`src/rtl/aux_fmt_pkg.sv`:
```
package aux_fmt_pkg;

    localparam int HDR_BYTES = 4;
    localparam logic [3:0] BARE_NIBBLE = 4'd3;

    typedef enum logic [2:0] {
        RES_OK      = 3'd0,
        RES_TOOBIG  = 3'd1,
        RES_INVAL   = 3'd2,
        RES_TIMEOUT = 3'd3,
        RES_BUSY    = 3'd4,
        RES_IO      = 3'd5
    } res_code_e;

    typedef enum logic [1:0] {
        KIND_WRITE,
        KIND_READ,
        KIND_BAD
    } req_kind_e;

    typedef enum logic [1:0] {
        ST_IDLE,
        ST_SEND,
        ST_WAIT,
        ST_DONE
    } fsm_e;

    typedef struct packed {
        res_code_e  code;
        logic [3:0] reply;
    } status_class_t;

    // Bit 2 is the pass-through flag and takes no part in classification.
    function automatic req_kind_e classify_cmd(input logic [3:0] cmd);
        logic [3:0] base;
        base = cmd & 4'b1011;
        case (base)
            4'h0, 4'h8: return KIND_WRITE;
            4'h1, 4'h9: return KIND_READ;
            default:    return KIND_BAD;
        endcase
    endfunction

    // Fourth header byte: size nibble on top, length-minus-one below.
    function automatic logic [7:0] len_field(input req_kind_e kind, input logic [7:0] len);
        logic [3:0] lo;
        logic [3:0] hi;
        logic [7:0] total;
        total = len + 8'(HDR_BYTES);
        lo    = (len == 8'd0) ? 4'd0 : 4'(len - 8'd1);
        if (len == 8'd0)
            hi = BARE_NIBBLE;
        else if (kind == KIND_WRITE)
            hi = total[3:0];
        else
            hi = 4'(HDR_BYTES);
        return {hi, lo};
    endfunction

    function automatic status_class_t classify_status(input logic [7:0] st);
        status_class_t r;
        r.reply = st[7:4];
        case (st)
            8'd1:    r.code = RES_TIMEOUT;
            8'd2:    r.code = RES_BUSY;
            8'd3:    r.code = RES_IO;
            default: r.code = RES_OK;
        endcase
        if (r.code != RES_OK)
            r.reply = 4'd0;
        return r;
    endfunction

endpackage

```
`src/rtl/aux_hdr_pack.sv`:
```
module aux_hdr_pack
    import aux_fmt_pkg::*;
#(
    parameter int ADDR_W = 16,
    parameter int LEN_W  = 6,
    parameter int IDX_W  = 5
) (
    input  logic [3:0]        cmd,
    input  logic [ADDR_W-1:0] addr,
    input  logic [LEN_W-1:0]  len,
    input  req_kind_e         kind,
    output logic [31:0]       hdr,
    output logic [IDX_W-1:0]  total
);

    always_comb begin
        hdr[7:0]   = addr[7:0];
        hdr[15:8]  = 8'(addr >> 8);
        hdr[23:16] = {cmd, 4'h0};
        hdr[31:24] = len_field(kind, 8'(len));
        if (kind == KIND_WRITE)
            total = IDX_W'(HDR_BYTES) + IDX_W'(len);
        else
            total = IDX_W'(HDR_BYTES);
    end

endmodule

```
`src/rtl/aux_tx_stream.sv`:
```
module aux_tx_stream
    import aux_fmt_pkg::*;
#(
    parameter int MAX_PAYLOAD = 16,
    parameter int IDX_W       = 5
) (
    input  logic                     clk,
    input  logic                     rst,
    input  logic                     clr,
    input  logic                     active,
    input  logic [31:0]              hdr,
    input  logic [MAX_PAYLOAD*8-1:0] payload,
    input  logic [IDX_W-1:0]         total,
    input  logic                     tx_ready,
    output logic                     tx_valid,
    output logic [7:0]               tx_byte,
    output logic                     tx_last,
    output logic                     done
);

    localparam int NBYTES = HDR_BYTES + MAX_PAYLOAD;

    logic [7:0]       frame [NBYTES];
    logic [IDX_W-1:0] idx_q;

    for (genvar g = 0; g < HDR_BYTES; g++) begin : g_hdr
        assign frame[g] = hdr[g*8 +: 8];
    end
    for (genvar g = 0; g < MAX_PAYLOAD; g++) begin : g_pay
        assign frame[HDR_BYTES+g] = payload[g*8 +: 8];
    end

    always_comb begin
        tx_byte = 8'h00;
        for (int i = 0; i < NBYTES; i++)
            if (idx_q == IDX_W'(i))
                tx_byte = frame[i];
    end

    assign tx_valid = active;
    assign tx_last  = active && (idx_q == total - IDX_W'(1));
    assign done     = active && tx_ready && tx_last;

    always_ff @(posedge clk) begin
        if (rst || clr)
            idx_q <= '0;
        else if (active && tx_ready && !tx_last)
            idx_q <= idx_q + IDX_W'(1);
    end

    // a stalled byte is held unchanged.
    assert_hold_stalled_R5: assert property (@(posedge clk) disable iff (rst)
        (tx_valid && !tx_ready) |=> (tx_valid && $stable(tx_byte) && $stable(tx_last)));

    // the byte index never runs past the frame size.
    assert_idx_in_frame_R5: assert property (@(posedge clk) disable iff (rst)
        tx_valid |-> (idx_q < total));

endmodule

```
`src/rtl/aux_rsp_decode.sv`:
```
module aux_rsp_decode
    import aux_fmt_pkg::*;
#(
    parameter int MAX_PAYLOAD = 16,
    parameter int LEN_W       = 6
) (
    input  logic [7:0]               status,
    input  logic [LEN_W-1:0]         rsp_len,
    input  logic [MAX_PAYLOAD*8-1:0] rsp_data,
    input  req_kind_e                kind,
    input  logic [LEN_W-1:0]         req_len,
    output res_code_e                code,
    output logic [LEN_W-1:0]         count,
    output logic [3:0]               reply,
    output logic [MAX_PAYLOAD*8-1:0] data
);

    status_class_t sc;

    always_comb begin
        sc    = classify_status(status);
        code  = sc.code;
        reply = sc.reply;
        if (sc.code != RES_OK)
            count = '0;
        else if (kind == KIND_READ)
            count = (rsp_len < req_len) ? rsp_len : req_len;
        else
            count = req_len;
    end

    for (genvar g = 0; g < MAX_PAYLOAD; g++) begin : g_mask
        assign data[g*8 +: 8] =
            (code == RES_OK && kind == KIND_READ && LEN_W'(g) < count)
            ? rsp_data[g*8 +: 8] : 8'h00;
    end

endmodule

```
`src/rtl/aux_hdr_fmt.sv`:
```
module aux_hdr_fmt
    import aux_fmt_pkg::*;
#(
    parameter  int ADDR_W      = 16,
    parameter  int MAX_PAYLOAD = 16,
    localparam int LEN_W       = $clog2(MAX_PAYLOAD + 1) + 1,
    localparam int DATA_W      = MAX_PAYLOAD * 8
) (
    input  logic              clk,
    input  logic              rst,
    input  logic              req_valid,
    output logic              req_ready,
    input  logic [3:0]        req_cmd,
    input  logic [ADDR_W-1:0] req_addr,
    input  logic [LEN_W-1:0]  req_len,
    input  logic [DATA_W-1:0] req_data,
    output logic              busy,
    output logic              tx_valid,
    input  logic              tx_ready,
    output logic [7:0]        tx_byte,
    output logic              tx_last,
    input  logic              rsp_valid,
    output logic              rsp_ready,
    input  logic [7:0]        rsp_status,
    input  logic [LEN_W-1:0]  rsp_len,
    input  logic [DATA_W-1:0] rsp_data,
    output logic              res_valid,
    input  logic              res_ready,
    output logic [2:0]        res_code,
    output logic [LEN_W-1:0]  res_count,
    output logic [3:0]        res_reply,
    output logic [DATA_W-1:0] res_data
);

    localparam int IDX_W = $clog2(MAX_PAYLOAD + HDR_BYTES + 1);

    fsm_e              state_q;
    logic [3:0]        cmd_q;
    logic [ADDR_W-1:0] addr_q;
    logic [LEN_W-1:0]  len_q;
    logic [DATA_W-1:0] data_q;
    req_kind_e         kind_q;
    res_code_e         code_q;
    logic [LEN_W-1:0]  count_q;
    logic [3:0]        reply_q;
    logic [DATA_W-1:0] rdata_q;

    logic [31:0]       hdr;
    logic [IDX_W-1:0]  total;
    logic              tx_done;
    req_kind_e         in_kind;
    res_code_e         dec_code;
    logic [LEN_W-1:0]  dec_count;
    logic [3:0]        dec_reply;
    logic [DATA_W-1:0] dec_data;

    assign in_kind = classify_cmd(req_cmd);

    aux_hdr_pack #(
        .ADDR_W(ADDR_W), .LEN_W(LEN_W), .IDX_W(IDX_W)
    ) i_pack (
        .cmd(cmd_q), .addr(addr_q), .len(len_q), .kind(kind_q),
        .hdr(hdr), .total(total)
    );

    aux_tx_stream #(
        .MAX_PAYLOAD(MAX_PAYLOAD), .IDX_W(IDX_W)
    ) i_stream (
        .clk(clk), .rst(rst), .clr(state_q == ST_IDLE),
        .active(state_q == ST_SEND), .hdr(hdr), .payload(data_q),
        .total(total), .tx_ready(tx_ready), .tx_valid(tx_valid),
        .tx_byte(tx_byte), .tx_last(tx_last), .done(tx_done)
    );

    aux_rsp_decode #(
        .MAX_PAYLOAD(MAX_PAYLOAD), .LEN_W(LEN_W)
    ) i_decode (
        .status(rsp_status), .rsp_len(rsp_len), .rsp_data(rsp_data),
        .kind(kind_q), .req_len(len_q), .code(dec_code),
        .count(dec_count), .reply(dec_reply), .data(dec_data)
    );

    assign req_ready = (state_q == ST_IDLE);
    assign busy      = (state_q != ST_IDLE);
    assign rsp_ready = (state_q == ST_WAIT);
    assign res_valid = (state_q == ST_DONE);
    assign res_code  = code_q;
    assign res_count = count_q;
    assign res_reply = reply_q;
    assign res_data  = rdata_q;

    always_ff @(posedge clk) begin
        if (rst) begin
            state_q <= ST_IDLE;
            cmd_q   <= '0;
            addr_q  <= '0;
            len_q   <= '0;
            data_q  <= '0;
            kind_q  <= KIND_WRITE;
            code_q  <= RES_OK;
            count_q <= '0;
            reply_q <= '0;
            rdata_q <= '0;
        end else begin
            case (state_q)
                ST_IDLE: if (req_valid) begin
                    cmd_q  <= req_cmd;
                    addr_q <= req_addr;
                    len_q  <= req_len;
                    data_q <= req_data;
                    kind_q <= in_kind;
                    if (req_len > LEN_W'(MAX_PAYLOAD) || in_kind == KIND_BAD) begin
                        code_q  <= (req_len > LEN_W'(MAX_PAYLOAD)) ? RES_TOOBIG : RES_INVAL;
                        count_q <= '0;
                        reply_q <= '0;
                        rdata_q <= '0;
                        state_q <= ST_DONE;
                    end else begin
                        state_q <= ST_SEND;
                    end
                end
                ST_SEND: if (tx_done) state_q <= ST_WAIT;
                ST_WAIT: if (rsp_valid) begin
                    code_q  <= dec_code;
                    count_q <= dec_count;
                    reply_q <= dec_reply;
                    rdata_q <= dec_data;
                    state_q <= ST_DONE;
                end
                ST_DONE: if (res_ready) state_q <= ST_IDLE;
                default: state_q <= ST_IDLE;
            endcase
        end
    end

    // an accepted request makes the block busy on the next cycle.
    assert_busy_after_accept_R1: assert property (@(posedge clk) disable iff (rst)
        (req_valid && req_ready) |=> busy);

    // busy only drops after the result has been handed over.
    assert_release_on_result_R1: assert property (@(posedge clk) disable iff (rst)
        $fell(busy) |-> $past(res_valid && res_ready));

    // no byte leaves for an oversize request.
    assert_no_tx_oversize_R6: assert property (@(posedge clk) disable iff (rst)
        tx_valid |-> (len_q <= LEN_W'(MAX_PAYLOAD)));

    // no byte leaves for an unsupported command.
    assert_no_tx_badcmd_R7: assert property (@(posedge clk) disable iff (rst)
        tx_valid |-> (kind_q != KIND_BAD));

    // every error result carries a zero count and zero reply nibble.
    assert_err_zero_count_R8: assert property (@(posedge clk) disable iff (rst)
        (res_valid && res_code != RES_OK) |-> (res_count == '0 && res_reply == 4'd0));

    // a successful count never exceeds the requested length.
    assert_count_bound_R9: assert property (@(posedge clk) disable iff (rst)
        (res_valid && res_code == RES_OK) |-> (res_count <= len_q));

endmodule

```
`config.mk`:
```
export PLATFORM = sky130hd
export DESIGN_NAME = aux_hdr_fmt
export DESIGN_NICKNAME = d
export VERILOG_FILES = /design/src/rtl/aux_fmt_pkg.sv /design/src/rtl/aux_hdr_pack.sv /design/src/rtl/aux_tx_stream.sv /design/src/rtl/aux_rsp_decode.sv /design/src/rtl/aux_hdr_fmt.sv
export SDC_FILE = /design/constraint.sdc
export NUM_CORES = 1
export LEC_CHECK = 0
export BUFFER_PORTS_ARGS = -buffer_cell sky130_fd_sc_hd__buf_4
export CAP_MARGIN = 5
export CORE_AREA = 2 2 176 178
export CTS_CLUSTER_DIAMETER = 200
export DETAILED_ROUTE_END_ITERATION = 12
export DIE_AREA = 0 0 178 180
export PLACE_DENSITY = 0.72
export SETUP_SLACK_MARGIN = 0.4
export SLEW_MARGIN = 40
export SYNTH_ARGS = -nofsm -noshare
export SYNTH_HDL_FRONTEND = slang
export SYNTH_SLANG_ARGS = --single-unit
```
`constraint.sdc`:
```
create_clock -name clk -period 5.86 [get_ports clk]
set_clock_uncertainty 0.15 [all_clocks]
set_input_delay 1.172 -clock clk [delete_from_list [all_inputs] [get_ports clk]]
set_output_delay 1.172 -clock clk [all_outputs]
set_load 0.005 [all_outputs]
```
==> impl_summary.txt, run 1 <==
----------------------------------------------------
[Detailed routing]
  Post-route DRC ... 0
  Starting DRC count in detailed routing ... 1168
  Total wirelength of the detailed-routed design ... 49.4 mm
  Via count normalized by instance count ... 5.69
  Number of vias in the routed layout ... 13823
  Antenna viol nets, final ... 0
  Routed wire length per instance ... 20.3 µm
  First-pass iteration count of the detailed router ... 5

[STA]
  Ratio of final minimum period to clock period ... 0.873
  Final setup TNS ... 0 ps
  Crit path setup slack, layout ... 746 ps
  Max-slew violation total from the final report ... 0
  Worst max-slew margin expressed relative to the limit ... 0.422
  Clock period minus final worst setup slack ... 5110 ps
  Number of endpoints with negative hold slack in the final report ... 0
  Count of endpoints failing setup in the final report ... 0
  RSZ-0062 raised after global routing ... false
  Tightest Pin Transition ... 867 ps
  Hold slack ... 304 ps
  Maximum clock frequency ... 0.196 GHz

[Power and ir drop]
  PwrDens ... 332 nW/µm²
  Pwr Total ... 6070 µW
  Leakage dissipation ... 0.00750 µW
  VDD IR-drop max ... 0.000198 V

[Global route]
  Maximum number of pins on one net before global-route repair ... 108
  Global router's overall resource usage ... 0.294
  Antenna violations before repair ... 3
  Overall overflow remaining after global route ... 0
  First-pass GRT wire length ... 73.9 mm
  Number of global-route vias before repair ... 12864

[Run]
  Count of max-cap constraint violations ... 0

[Logic synthesis]
  Number of different library cells in the post-synthesis netlist ... 84
  Post-synthesis instance area ... 13400 µm²
  Proportion of synthesized chip area in sequential cells ... 0.454
  Gate count after technology mapping ... 1622
  Leading register cell type out of synthesis ... dfxtp_1
  Most frequent cell after synthesis ... nand2_1
  Synthesized flop and latch total ... 304
  Cell types with the highest counts after synthesis ... nand2_1, dfxtp_1, a21oi_1, clkbuf_1, nor2_1
  Top post-synthesis cells by area ... dfxtp_1, nand2_1, a21oi_1, a32o_1, clkbuf_1
  EDFF count, synth ... 0
  Share of the synthesized area in the top cell type ... 0.454
  Number of nets produced by synthesis ... 1942
  Post-Synthesis Mean Instance Area ... 8.27 µm²
  Synth warn ... 0
  Cell accounting for the most synthesized area ... dfxtp_1
  Fraction of synthesis flops using an asynchronous set or reset pin ... 0

[Clocking]
  Clock Sink Count ... 304
  Clock insertion delay at the later pin of the skew report ... 510 ps
  CTS tree ... yes
  Cts-stage hold buffer count ... 0
  Cell at the root of the clock tree ... clkbuf_16
  Number of resized instances in the post-cts repair step ... 0
  Maximum level of the CTS H-tree ... 2
  Num CTS Buffers ... 34
  Number of buffers on the longest clock path ... 3
  Clock slew at the register clock pins of the worst setup and hold paths ... 60 ps
  Post-CTS setup-driven buffer insertion count ... 0

[Setup path]
  Data required time at the worst endpoint ... 4540 ps
  Max Fanout on Critical Path ... 12
  Setup crit start kind ... flip-flop
  Critical-path cell with the highest stage delay ... or4b_2
  Critical setup path kind ... reg2out
  Maximum cell stage delay along the critical path ... 680 ps
  CP Capture Type ... output port
  Arrival time of data at the critical path endpoint ... 3790 ps
  Launch point of the worst reg-to-reg path ... state_q[1]
  Cell class contributing the biggest share of worst-path delay ... compound AO/OA/AOI/OAI gates
  Worst path buffer plus inverter count ... 1
  CP dominant cell by count ... a31oi_1
  Critical Path Source ... i_stream.idx_q[1]
  Crit-path cells ... ha_1 -> or4b_2 -> a31oi_1 -> a222oi_1 -> a21oi_1 -> o211ai_1 -> a31oi_1 -> buf_4

[Cells and area]
  Area used by sequential logic in the layout ... 6090 µm²
  Final cell area excluding filler cells ... 18300 µm²
  Total area of multi-input combinational cells ... 6820 µm²
  Total of fill cells in the finished design ... 2683
  Net count, final ... 2330
  Layout cells sized above 1 ... 0.279
  Area growth, synth to finish ... 36.4%

[Worst hold path]
  HP Start ... data_q[121]
  Hold/Removal Path Class ... reg2reg

[Placement]
  DPL Wire Length ... 37.4 mm
  GPL Wtd Cong ... 0.981
  Total of buffers placed on input and output ports ... 456
  Area after detailed placement ... 17100 µm²
  Pre-CTS setup slack ... 1390 ps

[Floorplanning]
  Die span in x ... 178 µm
  Core area ... 30200 µm²
  Initial core utilization ... 0.444
  Boundary Pins ... 457
  Area enclosed by the die boundary ... 32000 µm²
  Number of cell rows ... 64
  Die span in y ... 180 µm

[Run status]
  Run status ... finished clean

----------------------------------------------------
-- flip-flops by register name, summed over array words and instances, names as in the netlist --
name            count
addr_q             16
cmd_q               4
data_q            128
i_stream.idx_q      5
kind_q              2
len_q               6
res_code            3
res_count           6
res_data          128
res_reply           4
state_q             2
-- final timing paths --
path | end | slack (ps) | depth (start not counted)
max | tx_byte[2] | 750 | 8
min | data_q[121] | 300 | 2
max reg2reg | res_data[116] | 2270 | 11
min reg2reg | data_q[121] | 300 | 2
-- tightest hold or removal path: stages, from the launching register on --
cell and delay (ps):
dfxtp_1 310, nand2_1 50, a21oi_1 50
-- per-layer routing --
| metal | global-route usage | routed length (µm) | part of all wire | vias up |
|---|---|---|---|---|
| li1 | - | - | - | 6606 |
| met1 | 0.367 | 20100 | 0.41 | 6553 |
| met2 | 0.495 | 23700 | 0.48 | 552 |
| met3 | 0.0666 | 3860 | 0.078 | 110 |
| met4 | 0.105 | 1760 | 0.036 | 2 |
| met5 | 0 | 13 | 0.00026 | - |
-- power breakdown --
part	total, µW	switching, µW	leakage (µW)	internal, µW
Clock	2270	838	0.000597	1440
Sequential	2410	149	0.00247	2260
Combinational	1390	894	0.00443	496
Total	6070	1880	0.00750	4190
-- layout by cell type, fill, tap and decap left out, types with 15 or more instances in the layout --
cell type  netlist  routed
a211oi_1        17      17
a21oi_1        205     204
a22o_1          40      40
a22oi_1         24      24
a32o_1          52      52
buf_4            1     474
clkbuf_16        0      37
dfxtp_1        304     304
ha_1            18      18
inv_1           26      26
nand2_1        396     395
nand3_1         17      17
nor2_1          71      70
nor2b_1         18      18
nor3_1          24      23
o211ai_1        22      22
o21ai_0         38      38
o22ai_1         15      15
-- cell type report --
class | instances | share of cell area
flip-flops and latches | 304 | 0.333
clock inverters | 11 | 0.0101
multi-input cells | 1166 | 0.373
well taps | 396 | 0.0271
repair buffers | 476 | 0.196
diodes | 2 | 0.000274
inverters | 28 | 0.00575
clock buffers | 46 | 0.0557
-- stage by stage --
step	util	std cells
6_report	0.606	2429
5_1_grt	0.606	2429
4_1_cts	0.606	2427
3_5_place_dp	0.566	2370
3_3_place_gp	0.564	2370
2_1_floorplan	-	1622
-- cell families (layout without fill, tap and decap cells) --
kind of cell	after synthesis	after routing	share of synthesized area
DFF	304	304	0.454
buffers and inverters	152	561	0.0439
muxes	16	16	0.0130
xor gates and xnor gates	10	10	0.00755
adders and majority gates	18	18	0.0168
other	0	2	0
AOI/OAI and AO/OA	499	499	0.255
and+or+nand+nor	623	623	0.210
Note: power is estimated with default switching activity, not from simulation.
==> run 2: changes to the inputs <==
--- a/config.mk
+++ b/config.mk
@@ -7,11 +7,10 @@
 export LEC_CHECK = 0
 export BUFFER_PORTS_ARGS = -buffer_cell sky130_fd_sc_hd__buf_4
 export CAP_MARGIN = 5
-export CORE_AREA = 2 2 176 178
+export CORE_UTILIZATION = 40
 export CTS_CLUSTER_DIAMETER = 200
 export DETAILED_ROUTE_END_ITERATION = 12
-export DIE_AREA = 0 0 178 180
-export PLACE_DENSITY = 0.72
+export PLACE_DENSITY = 0.66
 export SETUP_SLACK_MARGIN = 0.4
 export SLEW_MARGIN = 40
 export SYNTH_ARGS = -nofsm -noshare
==> run 2 against run 1 <==
Routed wire length is 0.90% higher. Sequential cell count stayed put. Total power is 2.2% lower. Non-clock buffer count stayed put. Combinational power hardly changed. Critical endpoint unchanged. Critical path depth is 1 higher. Clock power is 7% lower. Sequential power hardly changed. Setup slack worse by 38 ps. Global-route usage is 1.8 points lower.
==> impl_summary.txt, run 2 (same netlist as run 1, synthesis figures left out) <==
----------------------------------------------------
[Run status]
  Run status ... finished clean

[Detailed routing]
  Met2 WL ... 23.8 mm (+0.56%)
  First-pass iteration count of the detailed router ... 6 (+1)
  Routed wire length per instance ... 20.1 µm (-0.93%)
  Antenna viol nets, final ... 0 (unchanged)
  Total wirelength of the detailed-routed design ... 49.8 mm (+0.90%)
  DRT met1 WL ... 20.7 mm (+2.7%)
  Wire length on met3 ... 3.82 mm (-0.98%)
  Post-route DRC ... 0 (unchanged)
  Number of vias in the routed layout ... 13961 (+1.0%)
  Starting DRC count in detailed routing ... 1062 (-9.1%)
  Via count normalized by instance count ... 5.64 (-0.84%)
  Highest Signal Layer ... met4

[Power and ir drop]
  Combinational Power Share ... 0.239 (+0.010)
  Switching power share of the total ... 0.320 (+0.0104)
  Leakage dissipation ... 0.00746 µW (-0.53%)
  Pwr Total ... 5940 µW (-2.2%)
  VDD IR-drop max ... 0.000174 V (-12%)
  Net Switching ... 1900 µW (+1.1%)
  Sequential power share ... 0.407 (+0.010)
  Int Power ... 4040 µW (-3.7%)
  Clock share of power ... 0.354 (-0.020)
  PwrDens ... 325 nW/µm² (-2.2%)

[Setup path]
  Crit-path cells ... ha_1 -> buf_4 -> or4b_2 -> a31oi_1 -> a222oi_1 -> a21oi_1 -> o211ai_1 -> a31oi_1 -> buf_4
  Cell class contributing the biggest share of worst-path delay ... compound AO/OA/AOI/OAI gates
  Critical Path Source ... i_stream.idx_q[1]
  Data required time at the worst endpoint ... 4540 ps (about the same)
  Setup crit start kind ... flip-flop
  Launch point of the worst reg-to-reg path ... state_q[0]
  CP Capture Type ... output port
  Maximum cell stage delay along the critical path ... 660 ps (-20 ps)
  Worst path buffer plus inverter count ... 2 (+1)
  Critical setup path kind ... reg2out
  Arrival time of data at the critical path endpoint ... 3830 ps (+40 ps)
  Max Fanout on Critical Path ... 14 (+2)
  Critical-path cell with the highest stage delay ... or4b_2

[Clocking]
  Cts-stage hold buffer count ... 0 (unchanged)
  Cell at the root of the clock tree ... clkbuf_16
  Clock slew at the register clock pins of the worst setup and hold paths ... 60 ps (about the same)
  Num CTS Buffers ... 35 (+2.9%)
  Clock Sink Count ... 304 (unchanged)
  Number of resized instances in the post-cts repair step ... 0 (unchanged)
  Number of buffers on the longest clock path ... 3 (unchanged)
  Clock insertion delay at the later pin of the skew report ... 510 ps (about the same)
  Maximum level of the CTS H-tree ... 2 (unchanged)
  Post-CTS setup-driven buffer insertion count ... 0 (unchanged)
  CTS tree ... yes

[Worst hold path]
  HP Start ... data_q[116]
  Hold/Removal Path Class ... reg2reg

[STA]
  Maximum clock frequency ... 0.194 GHz (-0.74%)
  Clock period minus final worst setup slack ... 5150 ps (+38.3 ps)
  Tightest Pin Transition ... 820 ps (-47.0 ps)
  Max-slew violation total from the final report ... 0 (unchanged)
  RSZ-0062 raised after global routing ... false
  Ratio of final minimum period to clock period ... 0.879 (+0.00654)
  Crit path setup slack, layout ... 708 ps (-38.3 ps)
  Count of endpoints failing setup in the final report ... 0 (unchanged)
  Final setup TNS ... 0 ps (unchanged)
  Number of endpoints with negative hold slack in the final report ... 0 (unchanged)
  Worst max-slew margin expressed relative to the limit ... 0.448 (+0.0263)

[Floorplanning]
  Die span in x ... 185 µm (+4.0%)
  Area enclosed by the die boundary ... 34300 µm² (+7.0%)
  Core area ... 32800 µm² (+8.6%)
  Initial core utilization ... 0.409 (-0.0352)
  Die span in y ... 185 µm (+2.9%)
  Number of cell rows ... 66 (+3.1%)
  Boundary Pins ... 457 (unchanged)

[Cells and area]
  Highest-count cells in the layout ignoring fill and taps ... buf_4, nand2_1, dfxtp_1
  Net count, final ... 2331 (+0.043%)
  Most common library cell in the layout ignoring fill and taps ... buf_4
  Layout cells sized above 1 ... 0.280 (+0.000985)
  Total of fill cells in the finished design ... 3065 (+14%)
  Count of placed standard cells in the final layout, fillers left out ... 2474 (+1.9%)
  Final cell area excluding filler cells ... 18300 µm² (about the same)
  Area growth, synth to finish ... 36.3% (about the same)

[Global route]
  First-pass GRT wire length ... 72.9 mm (-1.4%)
  Overall overflow remaining after global route ... 0 (unchanged)
  Global router's overall resource usage ... 0.277 (-0.0179)
  Number of global-route vias before repair ... 12671 (-1.5%)
  Maximum number of pins on one net before global-route repair ... 108 (unchanged)
  Antenna violations before repair ... 0 (-3)

[Placement]
  Total of buffers placed on input and output ports ... 456 (unchanged)
  Area after detailed placement ... 17200 µm² (+0.52%)
  DPL Wire Length ... 38.1 mm (+1.8%)
  GPL Wtd Cong ... 0.938 (-4.3%)
  Cell count after placement ... 2416 (+1.9%)
  Pre-CTS setup slack ... 1310 ps (-86.3 ps)

[Run]
  Count of max-cap constraint violations ... 0 (unchanged)

----------------------------------------------------
-- run 2: stage by stage --
stage               utilization  hold WS [ps]
detailed placement        0.524           298
floorplan                     -           281
global placement          0.521           289
global route              0.558           323
finish                    0.558           308
CTS                       0.557           306
-- run 2: worst paths after layout --
check             endpoint  slack, ps  depth (start not counted)
max             tx_byte[2]        710                          9
min            data_q[116]        310                          2
max reg2reg  res_data[107]       2260                          9
min reg2reg    data_q[116]        310                          2
-- run 2: worst register-to-register path, stage by stage, from the launching register on --
cell,delay [ps]
dfxtp_1,390
inv_1,90
ha_1,340
inv_1,200
o211ai_1,190
or4_1,660
nor2_4,490
buf_4,380
a41o_1,440
a22o_1,190
-- run 2: metal layers --
metal | up-vias | global-route usage
met5 | - | 0
met4 | 0 | 0.0896
met3 | 107 | 0.0490
met2 | 617 | 0.466
met1 | 6618 | 0.356
li1 | 6619 | -
-- run 2: power groups by stage --
| stage | logic [µW] | clock network (µW) | registers, µW |
|---|---|---|---|
| 6_report | 1420 | 2100 | 2410 |
| 3_3_place_gp | 1360 | 0 | 2450 |
| 2_1_floorplan | 899 | 0 | 2380 |
| 5_1_grt | 1560 | 2230 | 2430 |
| 3_5_place_dp | 1420 | 0 | 2460 |
| 4_1_cts | 1420 | 2130 | 2410 |
-- run 2: area by class of cell --
cell class | instances | area (µm²) | share of cell area
inverter | 28 | 105 | 0.00575
multi-input combinational | 1166 | 6820 | 0.373
antenna | 1 | 2.50 | 0.000137
timing repair buffer | 476 | 3630 | 0.198
sequential | 304 | 6090 | 0.333
tap | 442 | 553 | 0.0302
clock inverter | 11 | 115 | 0.00629
clock buffer | 46 | 977 | 0.0534
==> run 3: changes to the inputs <==
--- a/config.mk
+++ b/config.mk
@@ -5,6 +5,7 @@
 export SDC_FILE = /design/constraint.sdc
 export NUM_CORES = 1
 export LEC_CHECK = 0
+export ABC_AREA = 1
 export BUFFER_PORTS_ARGS = -buffer_cell sky130_fd_sc_hd__buf_4
 export CAP_MARGIN = 5
 export CORE_UTILIZATION = 40
==> run 3 against run 2 <==
Die area is 0.92% higher. Clock power is 8% higher. Final area rose by 0.98%. Combinational power rose by 43%. Via count increased by 0.17%. Critical path type unchanged. Critical endpoint is now tx_byte[3]. Largest cell class unchanged. Highest routed layer is now met5.
==> impl_summary.txt, run 3 <==
----------------------------------------------------
[STA]
  Number of endpoints with negative hold slack in the final report ... 0 (unchanged)
  Ratio of final minimum period to clock period ... 0.847 (-0.0323)
  Tightest Pin Transition ... 771 ps (-48.9 ps)
  Clock period minus final worst setup slack ... 4960 ps (-189 ps)
  Final setup TNS ... 0 ps (unchanged)
  Max-slew violation total from the final report ... 0 (unchanged)
  RSZ-0062 raised after global routing ... false
  Worst max-slew margin expressed relative to the limit ... 0.484 (+0.0357)
  Count of endpoints failing setup in the final report ... 0 (unchanged)
  Maximum clock frequency ... 0.201 GHz (+3.8%)

[Clocking]
  Num CTS Buffers ... 35 (unchanged)
  Post-CTS setup-driven buffer insertion count ... 0 (unchanged)
  Clock insertion delay at the later pin of the skew report ... 520 ps (about the same)
  CTS tree ... yes
  Number of buffers on the longest clock path ... 3 (unchanged)
  Maximum level of the CTS H-tree ... 2 (unchanged)
  Clock slew at the register clock pins of the worst setup and hold paths ... 60 ps (about the same)
  Cell at the root of the clock tree ... clkbuf_16
  Cts-stage hold buffer count ... 0 (unchanged)
  Number of resized instances in the post-cts repair step ... 0 (unchanged)
  Clock Sink Count ... 304 (unchanged)

[Setup path]
  Data required time at the worst endpoint ... 4540 ps (about the same)
  Worst path buffer plus inverter count ... 2 (unchanged)
  Slack of the worst reg-to-reg path ... 2680 ps (+420 ps)
  Setup crit start kind ... flip-flop
  Crit-path cells ... inv_1 -> ha_1 -> nand2_1 -> nor2_1 -> nor2_1 -> nand2_1 -> nand2_1 -> nand2_1 -> nand2_1 -> nand2_1 -> nand2_1 -> nand2_1 -> nand2_1 -> nand3_1 -> nand2_1 -> nand2_1 -> nand3_1 -> nand3_1 -> nand3_1 -> nand3_1 -> nand3_1 -> nand2_1 -> a21oi_1 -> buf_4
  Critical-path cell with the highest stage delay ... dfxtp_1
  Maximum cell stage delay along the critical path ... 420 ps (-240 ps)
  CP dominant cell by count ... nand2_1
  CP Capture Type ... output port
  Cell class contributing the biggest share of worst-path delay ... simple AND/OR/NAND/NOR gates
  Arrival time of data at the critical path endpoint ... 3640 ps (-190 ps)
  CP Depth ... 24 (+15)
  Critical setup path kind ... reg2out
  Max Fanout on Critical Path ... 11 (-3)
  Worst Reg2Reg Path Length in Cells ... 9 (unchanged)

[Logic synthesis]
  Cell accounting for the most synthesized area ... dfxtp_1
  Fraction of synthesis flops using an asynchronous set or reset pin ... 0 (unchanged)
  Synthesized flop and latch total ... 304 (unchanged)
  Top post-synthesis cells by area ... dfxtp_1, nand2_1, nor2_1, nand3_1, o21ai_0
  Cell types with the highest counts after synthesis ... nand2_1, nor2_1, dfxtp_1, nand3_1, o21ai_0
  Area share of and/or/nand/nor cells after synthesis ... 0.312 (+0.102)
  Largest family of logic cells by synthesized area ... simple AND/OR/NAND/NOR gates
  Gate count after technology mapping ... 1919 (+18%)
  Proportion of synthesized area in mux cells ... 0 (-0.0130)
  Fraction of the mapped netlist area in compound gates ... 0.155 (-0.100)
  Share of the synthesized area in the top cell type ... 0.449 (-0.00419)
  Number of different library cells in the post-synthesis netlist ... 42 (-50%)
  Adder-cell area share of the yosys netlist ... 0.0166 (-0.000155)
  Synth warn ... 0 (unchanged)
  Post-Synthesis Mean Instance Area ... 7.06 µm² (-15%)
  Number of nets produced by synthesis ... 2239 (+15%)
  Post-synthesis instance area ... 13500 µm² (+0.93%)
  Proportion of synthesized chip area in sequential cells ... 0.449 (-0.00419)
  Most frequent cell after synthesis ... nand2_1
  Parity-gate share of the synthesized area counting xor and xnor cells ... 0.00453 (-0.00303)
  Leading register cell type out of synthesis ... dfxtp_1
  EDFF count, synth ... 0 (unchanged)

[Cells and area]
  Total of fill cells in the finished design ... 3285 (+7.2%)
  Layout cells sized above 1 ... 0.259 (-0.0209)
  Most common library cell in the layout ignoring fill and taps ... buf_4
  Net count, final ... 2633 (+13%)
  Post-layout util ... 0.552 (-0.00573)
  Highest-count cells in the layout ignoring fill and taps ... buf_4, nand2_1, nor2_1
  Area growth, synth to finish ... 36.4% (about the same)

[Global route]
  First-pass GRT wire length ... 69.3 mm (-5.0%)
  Number of global-route vias before repair ... 12920 (+2.0%)
  Global router's overall resource usage ... 0.256 (-0.0209)
  Antenna violations before repair ... 6 (+6)
  Overall overflow remaining after global route ... 0 (unchanged)
  Maximum number of pins on one net before global-route repair ... 93 (-14%)

[Detailed routing]
  Number of vias in the routed layout ... 13985 (+0.17%)
  Routed wire length per instance ... 16.8 µm (-17%)
  Antenna viol nets, final ... 0 (unchanged)
  Via count normalized by instance count ... 5.02 (-11%)
  Starting DRC count in detailed routing ... 917 (-14%)
  First-pass iteration count of the detailed router ... 5 (-1)
  Post-route DRC ... 0 (unchanged)
  Total wirelength of the detailed-routed design ... 46.8 mm (-6.0%)

[Worst hold path]
  Hold Path Depth ... 2 (unchanged)
  Hold/Removal Path Class ... reg2reg

[Run status]
  Run status ... finished clean

[Floorplanning]
  Die span in x ... 186 µm (+0.46%)
  Core area ... 33400 µm² (+2.0%)
  Number of cell rows ... 67 (+1.5%)
  Area enclosed by the die boundary ... 34600 µm² (+0.92%)
  Boundary Pins ... 457 (unchanged)
  Die span in y ... 186 µm (+0.46%)
  Initial core utilization ... 0.405 (-0.00439)

[Placement]
  Total of buffers placed on input and output ports ... 456 (unchanged)
  DPL Wire Length ... 34.9 mm (-8.5%)
  GPL Wtd Cong ... 0.884 (-5.8%)

[Run]
  Count of max-cap constraint violations ... 0 (unchanged)

[Power and ir drop]
  VDD IR-drop max ... 0.000245 V (+41%)
  PwrDens ... 375 nW/µm² (+15%)
  Leakage dissipation ... 0.00805 µW (+7.9%)

----------------------------------------------------
[run 3: changes by cell type in the layout (fill, tap and decap cells not counted), moves of 14 or more]
| cell | before | now |
|---|---|---|
| nor2_1 | 70 | 363 |
| nand3_1 | 17 | 190 |
| o21ai_0 | 38 | 179 |
| inv_1 | 26 | 102 |
| a32o_1 | 52 | 0 |
| a21oi_1 | 204 | 163 |
| a22o_1 | 40 | 0 |
| nand2_1 | 395 | 365 |
| a22oi_1 | 24 | 0 |
| or2_2 | 2 | 24 |
| nor3_1 | 23 | 3 |
| o211ai_1 | 22 | 3 |
| nor2b_1 | 18 | 0 |
| o22ai_1 | 15 | 1 |
[run 3: final cells by class]
| class | instances | area [µm²] | area share |
|---|---|---|---|
| Inverter | 113 | 433 | 0.0234 |
| Clock inverter | 10 | 144 | 0.00779 |
| Timing Repair Buffer | 466 | 3550 | 0.192 |
| Antenna cell | 2 | 5.00 | 0.000271 |
| Sequential cell | 304 | 6090 | 0.329 |
| Multi-Input combinational cell | 1393 | 6630 | 0.359 |
| Tap cell | 448 | 561 | 0.0303 |
| Clock buffer | 52 | 1060 | 0.0574 |
[run 3: metrics by stage]
stage	instances	setup slack, ps	total power (µW)	area, µm²	hold WS, ps
floorplan	1919	2370	3930	13500	295
global placement	2723	1490	4640	17200	302
detailed placement	2723	1440	4670	17200	306
CTS	2785	869	6950	18400	315
global route	2786	456	7310	18500	325
finish	2788	897	6920	18500	314
[run 3: per-layer routing]
metal | track usage | share of wire
met1 | 0.327 | 0.43
met2 | 0.417 | 0.46
met3 | 0.0650 | 0.077
met4 | 0.0859 | 0.033
met5 | 0 | 0.0012
[run 3: cell families after synthesis]
group / count (synthesis)
simple gates: 992
xor+xnor: 7
buf+inv: 222
compound gates: 376
fa+ha+maj: 18
flops: 304
[run 3: power breakdown]
group	internal, µW	leakage, µW	switching (µW)	total [µW]
Sequential	2410	0.00248	224	2630
Clock	1390	0.000596	878	2270
Combinational	689	0.00498	1340	2030
[run 3: worst register-to-register path, delay by kind of cell, from the launching register on]
| family | cells | cell delay, ps |
|---|---|---|
| adders and majority gates | 1 | 400 |
| and+or+nand+nor | 2 | 470 |
| AOI/OAI and AO/OA | 2 | 590 |
| buffers and inverters | 4 | 1130 |
| DFF | 1 | 340 |
[run 3: path summary, 6_finish.rpt]
path	start	endpoint
worst min register to register	res_data[19]	res_data[19]
worst min-delay path	res_data[19]	res_data[19]
worst max register to register	state_q[0]	res_code[1]
worst max-delay path	i_stream.idx_q[0]	tx_byte[3]
